$ cat src/rtl/jfc_pkg.sv
package jfc_pkg;
  typedef enum logic [1:0] {
    OP_NONE  = 2'b00,
    OP_PROG  = 2'b01,
    OP_READ  = 2'b10,
    OP_ERASE = 2'b11
  } op_e;

  typedef enum logic [1:0] {
    SEL_CTL  = 2'd0,
    SEL_ADDR = 2'd1,
    SEL_DATA = 2'd2
  } sel_e;

  localparam int EN_BIT   = 0;
  localparam int BUSY_BIT = 1;
  localparam int ERR_BIT  = 2;
endpackage

$ cat src/rtl/jfc_ctl_reg.sv
module jfc_ctl_reg
  import jfc_pkg::*;
#(
  parameter int DW = 16
) (
  input  logic          clk,
  input  logic          rst,
  input  logic          wr_i,
  input  logic [DW-1:0] wdata_i,
  input  logic [1:0]    env_i,
  input  logic          blank_i,
  input  logic          path_busy_i,
  input  logic          refuse_i,
  output logic          en_o,
  output op_e           op_o,
  output logic          err_o,
  output logic          busy_o,
  output logic          chip_rst_o
);
  logic en_q, err_q, chip_rst_q;
  op_e  op_q;
  op_e  wop;
  logic env_ok;

  assign wop    = op_e'(wdata_i[DW-1 -: 2]);
  assign env_ok = ~env_i[1];

  always_ff @(posedge clk) begin
    if (rst) begin
      en_q       <= 1'b0;
      op_q       <= OP_NONE;
      err_q      <= 1'b0;
      chip_rst_q <= 1'b1;
    end else begin
      if (wr_i && wop == OP_NONE && (env_ok || !wdata_i[EN_BIT]))
        en_q <= wdata_i[EN_BIT];
      if (wr_i)
        op_q <= wop;
      if (refuse_i)
        err_q <= 1'b1;
      else if (wr_i && wdata_i[ERR_BIT])
        err_q <= 1'b0;
      chip_rst_q <= en_q | blank_i;
    end
  end

  assign en_o       = en_q;
  assign op_o       = op_q;
  assign err_o      = err_q;
  assign chip_rst_o = chip_rst_q;
  assign busy_o     = en_q & (~chip_rst_q | path_busy_i);


  env_gate_chk: assert property (@(posedge clk) disable iff (rst)
    (wr_i && env_i[1] && !en_q) |=> !en_q);

  rst_hold_chk: assert property (@(posedge clk) disable iff (rst)
    en_q |=> chip_rst_q);

  blank_hold_chk: assert property (@(posedge clk) disable iff (rst)
    blank_i |=> chip_rst_q);

  err_set_chk: assert property (@(posedge clk) disable iff (rst)
    refuse_i |=> err_q);
endmodule

$ cat src/rtl/jfc_addr_reg.sv
module jfc_addr_reg #(
  parameter int AW = 8
) (
  input  logic          clk,
  input  logic          rst,
  input  logic          load_i,
  input  logic [AW-1:0] load_val_i,
  input  logic          inc_i,
  output logic [AW-1:0] addr_o
);
  logic [AW-1:0] addr_q;

  always_ff @(posedge clk) begin
    if (rst)         addr_q <= '0;
    else if (load_i) addr_q <= load_val_i;
    else if (inc_i)  addr_q <= addr_q + AW'(1);
  end

  assign addr_o = addr_q;


  addr_step_chk: assert property (@(posedge clk) disable iff (rst)
    (inc_i && !load_i) |=> (addr_q == $past(addr_q) + AW'(1)));
endmodule

$ cat src/rtl/jfc_datapath.sv
module jfc_datapath
  import jfc_pkg::*;
#(
  parameter int AW = 8,
  parameter int DW = 16
) (
  input  logic          clk,
  input  logic          rst,
  input  logic          active_i,
  input  op_e           op_i,
  input  logic          prot_i,
  input  logic          wr_ctl_i,
  input  logic          wr_addr_i,
  input  logic          wr_data_i,
  input  logic          cap_data_i,
  input  logic [DW-1:0] wdata_i,
  input  logic [AW-1:0] addr_i,
  input  logic [DW-1:0] fl_rdata_i,
  input  logic          fl_busy_i,
  output logic [DW-1:0] data_o,
  output logic [AW-1:0] fl_addr_o,
  output logic [DW-1:0] fl_wdata_o,
  output logic          fl_rd_o,
  output logic          fl_wr_o,
  output logic          fl_erase_o,
  output logic          inc_o,
  output logic          refuse_o,
  output logic          busy_o
);
  logic rd_mode, pg_mode;
  logic rd_from_addr, rd_from_cap, pg_go, erase_go;
  logic fl_rd_q, fl_wr_q, fl_erase_q, rd_wait_q;
  logic [AW-1:0] fl_addr_q;
  logic [DW-1:0] fl_wdata_q, data_q;

  always_comb begin
    rd_mode      = active_i && op_i == OP_READ;
    pg_mode      = active_i && op_i == OP_PROG;
    rd_from_addr = rd_mode && wr_addr_i && !prot_i;
    rd_from_cap  = rd_mode && cap_data_i && !prot_i;
    pg_go        = pg_mode && wr_data_i && !prot_i;
    erase_go     = active_i && wr_ctl_i && (op_e'(wdata_i[DW-1 -: 2]) == OP_ERASE);
    refuse_o     = prot_i && ((rd_mode && cap_data_i) || (pg_mode && wr_data_i));
    inc_o        = rd_from_cap || pg_go;
  end

  always_ff @(posedge clk) begin
    if (rst) begin
      fl_rd_q    <= 1'b0;
      fl_wr_q    <= 1'b0;
      fl_erase_q <= 1'b0;
      rd_wait_q  <= 1'b0;
      fl_addr_q  <= '0;
      fl_wdata_q <= '0;
      data_q     <= '0;
    end else begin
      fl_rd_q    <= rd_from_addr | rd_from_cap;
      fl_wr_q    <= pg_go;
      fl_erase_q <= erase_go;
      rd_wait_q  <= fl_rd_q;
      if (rd_from_addr)     fl_addr_q <= wdata_i[AW-1:0];
      else if (rd_from_cap) fl_addr_q <= addr_i + AW'(1);
      else if (pg_go)       fl_addr_q <= addr_i;
      if (pg_go)            fl_wdata_q <= wdata_i;
      if (wr_data_i)        data_q <= wdata_i;
      else if (rd_wait_q)   data_q <= fl_rdata_i;
    end
  end

  assign data_o     = data_q;
  assign fl_addr_o  = fl_addr_q;
  assign fl_wdata_o = fl_wdata_q;
  assign fl_rd_o    = fl_rd_q;
  assign fl_wr_o    = fl_wr_q;
  assign fl_erase_o = fl_erase_q;
  assign busy_o     = fl_busy_i | fl_rd_q | rd_wait_q | fl_wr_q | fl_erase_q;


  prot_prog_chk: assert property (@(posedge clk) disable iff (rst)
    fl_wr_q |-> !$past(prot_i));

  prot_read_chk: assert property (@(posedge clk) disable iff (rst)
    fl_rd_q |-> !$past(prot_i));

  strobe_excl_chk: assert property (@(posedge clk) disable iff (rst)
    $onehot0({fl_rd_q, fl_wr_q, fl_erase_q}));

  fill_chk: assert property (@(posedge clk) disable iff (rst)
    (rd_wait_q && !wr_data_i) |=> (data_q == $past(fl_rdata_i)));
endmodule

$ cat src/rtl/jtag_flash_ctl.sv
module jtag_flash_ctl
  import jfc_pkg::*;
#(
  parameter int AW = 8,
  parameter int DW = 16
) (
  input  logic          clk,
  input  logic          rst,
  input  logic [1:0]    scan_sel,
  input  logic          scan_upd,
  input  logic          scan_cap,
  input  logic [DW-1:0] scan_din,
  output logic [DW-1:0] scan_dout,
  input  logic [1:0]    env_mode,
  input  logic          prot_on,
  input  logic          blank_flag,
  output logic [AW-1:0] fl_addr,
  output logic [DW-1:0] fl_wdata,
  input  logic [DW-1:0] fl_rdata,
  output logic          fl_rd,
  output logic          fl_wr,
  output logic          fl_erase,
  input  logic          fl_busy,
  output logic          chip_rst
);
  localparam int PADW = DW - 5;
  localparam int APAD = DW - AW;

  logic wr_ctl, wr_addr, wr_data, cap_data;
  logic en, err, busy, chip_rst_w, path_busy, refuse, inc;
  op_e  op;
  logic [AW-1:0] addr;
  logic [DW-1:0] data;
  logic [DW-1:0] cap_q;

  assign wr_ctl   = scan_upd && sel_e'(scan_sel) == SEL_CTL;
  assign wr_addr  = scan_upd && sel_e'(scan_sel) == SEL_ADDR;
  assign wr_data  = scan_upd && sel_e'(scan_sel) == SEL_DATA;
  assign cap_data = scan_cap && sel_e'(scan_sel) == SEL_DATA;

  jfc_ctl_reg #(.DW(DW)) u_ctl (
    .clk(clk), .rst(rst), .wr_i(wr_ctl), .wdata_i(scan_din),
    .env_i(env_mode), .blank_i(blank_flag), .path_busy_i(path_busy),
    .refuse_i(refuse), .en_o(en), .op_o(op), .err_o(err),
    .busy_o(busy), .chip_rst_o(chip_rst_w)
  );

  jfc_addr_reg #(.AW(AW)) u_addr (
    .clk(clk), .rst(rst), .load_i(wr_addr), .load_val_i(scan_din[AW-1:0]),
    .inc_i(inc), .addr_o(addr)
  );

  jfc_datapath #(.AW(AW), .DW(DW)) u_dp (
    .clk(clk), .rst(rst), .active_i(en & chip_rst_w), .op_i(op),
    .prot_i(prot_on), .wr_ctl_i(wr_ctl), .wr_addr_i(wr_addr),
    .wr_data_i(wr_data), .cap_data_i(cap_data), .wdata_i(scan_din),
    .addr_i(addr), .fl_rdata_i(fl_rdata), .fl_busy_i(fl_busy),
    .data_o(data), .fl_addr_o(fl_addr), .fl_wdata_o(fl_wdata),
    .fl_rd_o(fl_rd), .fl_wr_o(fl_wr), .fl_erase_o(fl_erase),
    .inc_o(inc), .refuse_o(refuse), .busy_o(path_busy)
  );

  always_ff @(posedge clk) begin
    if (rst) cap_q <= '0;
    else if (scan_cap) begin
      unique case (sel_e'(scan_sel))
        SEL_CTL:  cap_q <= {op, {PADW{1'b0}}, err, busy, en};
        SEL_ADDR: cap_q <= {{APAD{1'b0}}, addr};
        SEL_DATA: cap_q <= prot_on ? '0 : data;
        default:  cap_q <= '0;
      endcase
    end
  end

  assign scan_dout = cap_q;
  assign chip_rst  = chip_rst_w;
endmodule

$ cat config.mk
export PLATFORM = sky130hd
export DESIGN_NAME = jtag_flash_ctl
export DESIGN_NICKNAME = d
export VERILOG_FILES = /design/src/rtl/jfc_pkg.sv /design/src/rtl/jfc_ctl_reg.sv /design/src/rtl/jfc_addr_reg.sv /design/src/rtl/jfc_datapath.sv /design/src/rtl/jtag_flash_ctl.sv
export SDC_FILE = /design/constraint.sdc
export NUM_CORES = 1
export LEC_CHECK = 0
export ABC_AREA = 1
export BUFFER_PORTS_ARGS = -buffer_cell sky130_fd_sc_hd__buf_2
export CORE_MARGIN = 2
export CORE_UTILIZATION = 50
export CTS_BUF_LIST = sky130_fd_sc_hd__clkbuf_2 sky130_fd_sc_hd__clkbuf_4 sky130_fd_sc_hd__clkbuf_8
export DETAILED_ROUTE_END_ITERATION = 16
export GPL_ROUTABILITY_DRIVEN = 0
export HOLD_SLACK_MARGIN = 0.05
export PLACE_DENSITY = 0.74
export SETUP_SLACK_MARGIN = 0.5
export SLEW_MARGIN = 25
export SYNTH_ARGS = -nofsm -noshare
export SYNTH_HDL_FRONTEND = slang
export SYNTH_HIERARCHICAL = 1
export SYNTH_SLANG_ARGS = --single-unit
export TNS_END_PERCENT = 20
$ cat constraint.sdc
create_clock -name clk -period 1.8 [get_ports clk]
set_clock_uncertainty 0.15 [all_clocks]
set_input_delay 0.18 -clock clk [delete_from_list [all_inputs] [get_ports clk]]
set_output_delay 0.18 -clock clk [all_outputs]
set_load 0.02 [all_outputs]
# After elaboration in Yosys (flattened, before gate mapping)
# Cells that the tools add are included.
[totals]
regBits = 73
inputBits = 43
out_inout_bits = 44
word_cells = 70
[classes]
addsub = 1
eq_ne = 5
muxes = 11
bitwise_logic = 11
reduce_logical = 29
[op_table]
columns = ["operator", "n"]
rows = [
  ["$mux 16", 3],
  ["$pmux 16 s3", 1],
  ["$mux 8", 5],
  ["$logic_and 1x1->1", 18],
  ["$add 8x1->8 const B", 1],
  ["$or 1x1->1", 7],
  ["$eq 2x2->1 const B", 3],
  ["$reduce_bool 2->1", 3],
  ["$eq 2x1->1 const B", 2],
  ["$logic_not 2->1", 2],
  ["$logic_or 1x1->1", 3],
  ["$reduce_bool 3->1", 1],
  ["$and 1x1->1", 2],
  ["$logic_not 1->1", 2],
  ["$mux 1", 2],
  ["$not 1->1", 2],
]

# Longest topological paths before layout
[depth]
ltp_word = 7
ltp_mapped = 15
ltp_nobuf = 13

# By module
# The synthesis kept the hierarchy.
[by_module_without_submodules]
columns = ["module", "n_inst", "cells_each", "area_per_inst_um2", "seq_area_each_um2"]
rows = [
  ["jfc_datapath", 1, 277, 2089.5, 880.8],
  ["jtag_flash_ctl", 1, 123, 778.2, 320.3],
  ["jfc_addr_reg", 1, 70, 489.2, 160.2],
  ["jfc_ctl_reg", 1, 28, 201.4, 100.1],
]

# Worst setup path before layout
# No wires, ideal clock.
[synth_path]
kind = "reg-to-reg"
start = "reg u_ctl.chip_rst_q, in the netlist u_ctl/chip_rst_o"
end = "reg u_addr.addr_q[4], in the netlist u_addr/addr_o[4]"
setup_ns = 0.115
arrival_time_ns = 1.480
required_time_ns = 1.535
path_slack_ns = 0.055
path_stages_with_launch = 12
synth_period_minus_slack_ns = 1.745
path_cell_list = "dfxtp_1 nand2_1 inv_1 nand2_1 nor2_4 nand3_2 nand2_2 nand4_1 nand2_1 nand2_1 o21ai_0 inv_1"
[synth_via]
elab_chain_cells = 6
[synth_rtl]
columns = ["element", "line", "rtl"]
rows = [
  ["start: declaration", "jfc_ctl_reg.sv:20", "logic en_q, err_q, chip_rst_q;"],
  ["start signal: assignment", "jfc_ctl_reg.sv:43", "chip_rst_q <= en_q | blank_i;"],
  ["$and 1x1->1 *", "jtag_flash_ctl.sv:54", ".clk(clk), .rst(rst), .active_i(en & chip_rst_w), .op_i(op),"],
  ["$logic_and 1x1->1 (on tied branches)", "jfc_datapath.sv:37, jfc_datapath.sv:38", ""],
  ["$logic_and 1x1->1 (on tied branches) (2 in a row)", "jfc_datapath.sv:40, jfc_datapath.sv:41", ""],
  ["$logic_or 1x1->1 *", "jfc_datapath.sv:44", "inc_o = rd_from_cap || pg_go;"],
  ["named net inc", "jtag_flash_ctl.sv:30", "logic en, err, busy, chip_rst_w, path_busy, refuse, inc;"],
  ["$reduce_bool 2->1 (no line) *", "-", ""],
  ["end signal: assignment", "jfc_addr_reg.sv:15", "else if (load_i) addr_q <= load_val_i;"],
  ["end signal: assignment", "jfc_addr_reg.sv:16", "else if (inc_i) addr_q <= addr_q + AW'(1);"],
  ["end: declaration", "jfc_addr_reg.sv:11", "logic [AW-1:0] addr_q;"],
]
# The timed path passes the listed nets; every way through them passes the cells marked *.
# A chain may end at the register's enable or synchronous reset.

# Worst setup path after layout
[layout_path]
start = "reg u_ctl.en_q, in the netlist u_ctl/en_o"
end = "reg u_dp.fl_addr_q[7], in the netlist u_dp/fl_addr_o[7]"
[layout_via]
elab_chain_cells = 6
[layout_rtl]
columns = ["element", "line", "rtl"]
rows = [
  ["start: declaration", "jfc_ctl_reg.sv:20", ""],
  ["start signal: assignment", "jfc_ctl_reg.sv:36", "en_q <= wdata_i[EN_BIT];"],
  ["$and 1x1->1 *", "jtag_flash_ctl.sv:54", ""],
  ["$logic_and 1x1->1", "jfc_datapath.sv:37", "rd_mode = active_i && op_i == OP_READ;"],
  ["$logic_and 1x1->1 (2 in a row)", "jfc_datapath.sv:40", "rd_from_cap = rd_mode && cap_data_i && !prot_i;"],
  ["$mux 8", "jfc_datapath.sv:62", "else if (rd_from_cap) fl_addr_q <= addr_i + AW'(1);"],
  ["$mux 8", "jfc_datapath.sv:61", "if (rd_from_addr) fl_addr_q <= wdata_i[AW-1:0];"],
  ["end signal: assignment", "jfc_datapath.sv:61", ""],
  ["end signal: assignment", "jfc_datapath.sv:62", ""],
  ["end signal: assignment", "jfc_datapath.sv:63", "else if (pg_go) fl_addr_q <= addr_i;"],
  ["end: declaration", "jfc_datapath.sv:33", "logic [AW-1:0] fl_addr_q;"],
]
# Mark *: on every way between the ends. The rest lies on a longest branch, timed or not.

==> summary.md <==
| Metric | Value |
|---|---|
| Status | `complete, no violations` |
| Number of global-route vias before repair | `3508` |
| Register area share after synthesis | `0.411` |
| Area Growth Syn to Fin | `36.8%` |
| DIE HEIGHT | `88.4 um` |
| Worst setup margin | `0.162 ns` |
| Max-slew violations | `0` |
| Slew headroom | `0.717` |
| WL final | `10.8 mm` |
| Largest net degree at the start of global routing | `34` |
| Skew-Pair Late Insertion Delay | `0.35 ns` |
| CP Class | `flip-flop to flip-flop` |
| Via count | `3910` |
| Fraction of registers with async set/reset | `0` |
| Final cell count without fillers | `738` |
| Gr usage total | `0.280` |
| # rows | `30` |
| Placed cells | `684` |
| DIE AREA | `7810 sq um` |
| Synth cell types | `34` |
| P per Cell Area | `691 nW/um^2` |
| CP max FO | `6` |
| DR WL/cell | `14.7 um` |
| CTS buffer count | `9` |
| Pre-CTS WS | `0.0258 ns` |
| GR Overflow Total | `0` |
| Syn Nets | `543` |
| Number of routed nets with antenna violations | `0` |
| Initial antenna violation count | `0` |
| Mapped cell area | `3560 sq um` |
| Post-synthesis instance total | `498` |
| Slew @ Worst Pin | `0.423 ns` |
| Design Power | `3.36 mW` |
| Hold Crit Start | `scan_din[3]` |
| Peak VDD IR | `0.000480 V` |
| Clock sink total | `73` |
| CTS tree | `done` |
| Placeable Area | `6830 sq um` |
| RSZ-0062 raised after global routing | `yes` |
| CP Launch Type | `flip-flop` |
| Fmax | `0.610 GHz` |
| CP Data Arrival Time | `1.73 ns` |
| EDFF count, synth | `0` |
| Hold endpoint | `u_dp/fl_wdata_o[3]` |
| Setup TNS | `0 ns` |
| Critical Path RT | `1.89 ns` |
| Hold depth | `3` |
| First-pass GRT wire length | `16.8 mm` |
| Initial core utilization | `0.521` |
| Worst hold path class | `input pin to flip-flop` |
| Clock Tree Buf Depth | `2` |
| DR pass1 iterations | `5` |
| DRC violation count after routing | `0` |
| Pleak | `2.19 nW` |
| CTS HTree Levels | `3` |
| Clock transition at path regs | `0.09 ns` |
| Reg2reg start | `u_ctl/en_o` |
| Max Cap Viol | `0` |
| Min Clock Period, post-route | `1.64 ns` |
| Port-buffer cells | `85` |
| Synth warn | `6` |
| R2r worst-path depth | `11` |
| Final setup vio count | `0` |
| FF+latch count, synth | `73` |
| Root buffer cell | `clkbuf_8` |
| Via density | `5.30` |
| Critical R2R Capture | `u_dp/fl_addr_o[7]` |
| CP Capture Type | `flip-flop` |
| Nets | `681` |
| Die X | `88.4 um` |
| Detailed Route Iter0 Violations | `325` |
| DP HPWL | `7.23 mm` |
| Fin. Hold Viols | `0` |
| Fillers | `541` |
| Fin crit share | `0.910` |
| Avg Inst Size Synth | `7.15 sq um` |
| Ports | `87` |
| Share of layout cells above drive strength 1 | `0.298` |
| Hold Slack | `0.0564 ns` |
| Worst R2R Setup Slack | `0.16 ns` |
| Top_reg_cell synth | `dfxtp_1` |
cell families (layout without fill, tap and decap cells):
group / after synthesis / after routing / synth area share
other: 0 / 1 / 0
AO/OA/AOI/OAI: 99 / 99 / 0.171
XOR/XNOR: 1 / 1 / 0.00246
flip-flops: 73 / 73 / 0.411
AND/OR/NAND/NOR: 238 / 238 / 0.307
buffers and inverters: 85 / 228 / 0.102
adder cells (fa/ha/maj): 2 / 2 / 0.00703
registers in the layout (all words and copies together), names as in the netlist:
signal,flops
u_dp/fl_wdata_o,16
u_ctl/op_o,2
u_ctl/chip_rst_o,1
u_dp/fl_rd_o,1
u_dp/fl_wr_o,1
u_dp/fl_addr_o,8
u_addr/addr_o,8
u_dp/fl_erase_o,1
u_dp/data_o,16
u_ctl/en_o,1
u_dp/rd_wait_q,1
scan_dout,16
u_ctl/err_o,1
report_power, final:
part	switching [mW]	total [mW]	internal (mW)
logic	0.210	0.361	0.150
registers	0.0315	1.68	1.65
clock network	0.667	1.32	0.652
total	0.909	3.36	2.45
cell type report:
| class | instances | area, sq um | area share |
|---|---|---|---|
| clock buffers | 9 | 124 | 0.0254 |
| well taps | 96 | 120 | 0.0247 |
| diodes | 1 | 2.50 | 0.000514 |
| inverters | 65 | 251 | 0.0517 |
| multi-input cells | 340 | 1790 | 0.367 |
| flip-flops and latches | 73 | 1470 | 0.301 |
| clock inverters | 7 | 78.8 | 0.0162 |
| repair buffers | 147 | 1040 | 0.213 |
cells in the final DEF, fill, tap and decap left out, drive strengths merged:
| cell type | Yosys | layout |
|---|---|---|
| nand3b | 2 | 2 |
| a21oi | 49 | 49 |
| buf | 8 | 118 |
| o221ai | 16 | 16 |
| ha | 2 | 2 |
| nor3 | 21 | 21 |
| o21bai | 2 | 2 |
| nand3 | 37 | 37 |
| diode | 0 | 1 |
| nor2 | 60 | 60 |
| o21ai | 26 | 26 |
| a22oi | 4 | 4 |
| dfxtp | 73 | 73 |
| bufinv | 0 | 1 |
| inv | 62 | 63 |
| clkbuf | 12 | 12 |
| xor2 | 1 | 1 |
| o211ai | 2 | 2 |
| clkinv | 3 | 8 |
| dlygate4sd3 | 0 | 26 |
| nand2 | 113 | 113 |
| nand4 | 5 | 5 |
metal layers:
layer	vias up	share of wire	routed length, um	global-route usage
li1	1912	-	-	-
met1	1777	0.43	4620	0.381
met2	188	0.46	4980	0.422
met3	33	0.080	868	0.0541
met4	0	0.035	375	0.145
met5	-	0	0	0
Yosys cell counts, types with 4 or more instances:
| cell | instances | area share |
|---|---|---|
| nand2_1 | 106 | 0.11 |
| inv_1 | 56 | 0.059 |
| o21ai_0 | 24 | 0.034 |
| buf_6 | 4 | 0.013 |
| a22oi_1 | 4 | 0.0084 |
| nand3_1 | 30 | 0.042 |
| o221ai_1 | 16 | 0.039 |
| nor3_1 | 20 | 0.028 |
| nand2_2 | 6 | 0.011 |
| a21oi_1 | 43 | 0.060 |
| dfxtp_1 | 73 | 0.41 |
| nand4_1 | 4 | 0.0070 |
| inv_2 | 6 | 0.0063 |
| clkbuf_1 | 12 | 0.013 |
| nor2_2 | 6 | 0.011 |
| a21oi_2 | 6 | 0.015 |
| nor2_1 | 53 | 0.056 |
| nand3_2 | 7 | 0.020 |
through the flow:
stage | util | cell area, sq um
6_report | 0.712 | 4870
2_1_floorplan | - | 3590
3_3_place_gp | 0.616 | 4210
5_1_grt | 0.712 | 4860
4_1_cts | 0.690 | 4710
3_5_place_dp | 0.616 | 4210
worst max path at each step:
stage / start / slack (ns) / endpoint / cells after the start
global placement: scan_sel[0] / 0.08 / u_dp/data_o[11] / 9
floorplan: scan_sel[0] / 0.15 / u_addr/addr_o[4] / 14
CTS: u_ctl/en_o / 0.23 / u_addr/addr_o[4] / 11
detailed placement: scan_sel[0] / 0.03 / u_dp/data_o[5] / 9
finish: u_ctl/en_o / 0.16 / u_dp/fl_addr_o[7] / 11
global route: u_ctl/en_o / 0.09 / u_addr/addr_o[4] / 12
repair_timing:
action | in CTS | in global routing
buffers inserted | 4 | 4
pin swaps | 8 | 7
cloned | 0 | 3
endpoints found under the hold margin | 27 | 0
hold buffers | 26 | 0
endpoints found under the setup margin | 50 | 53
gates resized for setup | 6 | 21
worst max-delay path: stages, from the launching register on:
cell and delay, ns:
dfxtp_2 0.35, nand2_2 0.05, inv_2 0.08, buf_6 0.10
nand4_1 0.15, nor2_4 0.22, buf_12 0.14, nand2_1 0.05
nand2_1 0.07, nand2_1 0.06, nand2_1 0.07, a21oi_2 0.05
Note: power is estimated with default switching activity, not from simulation.
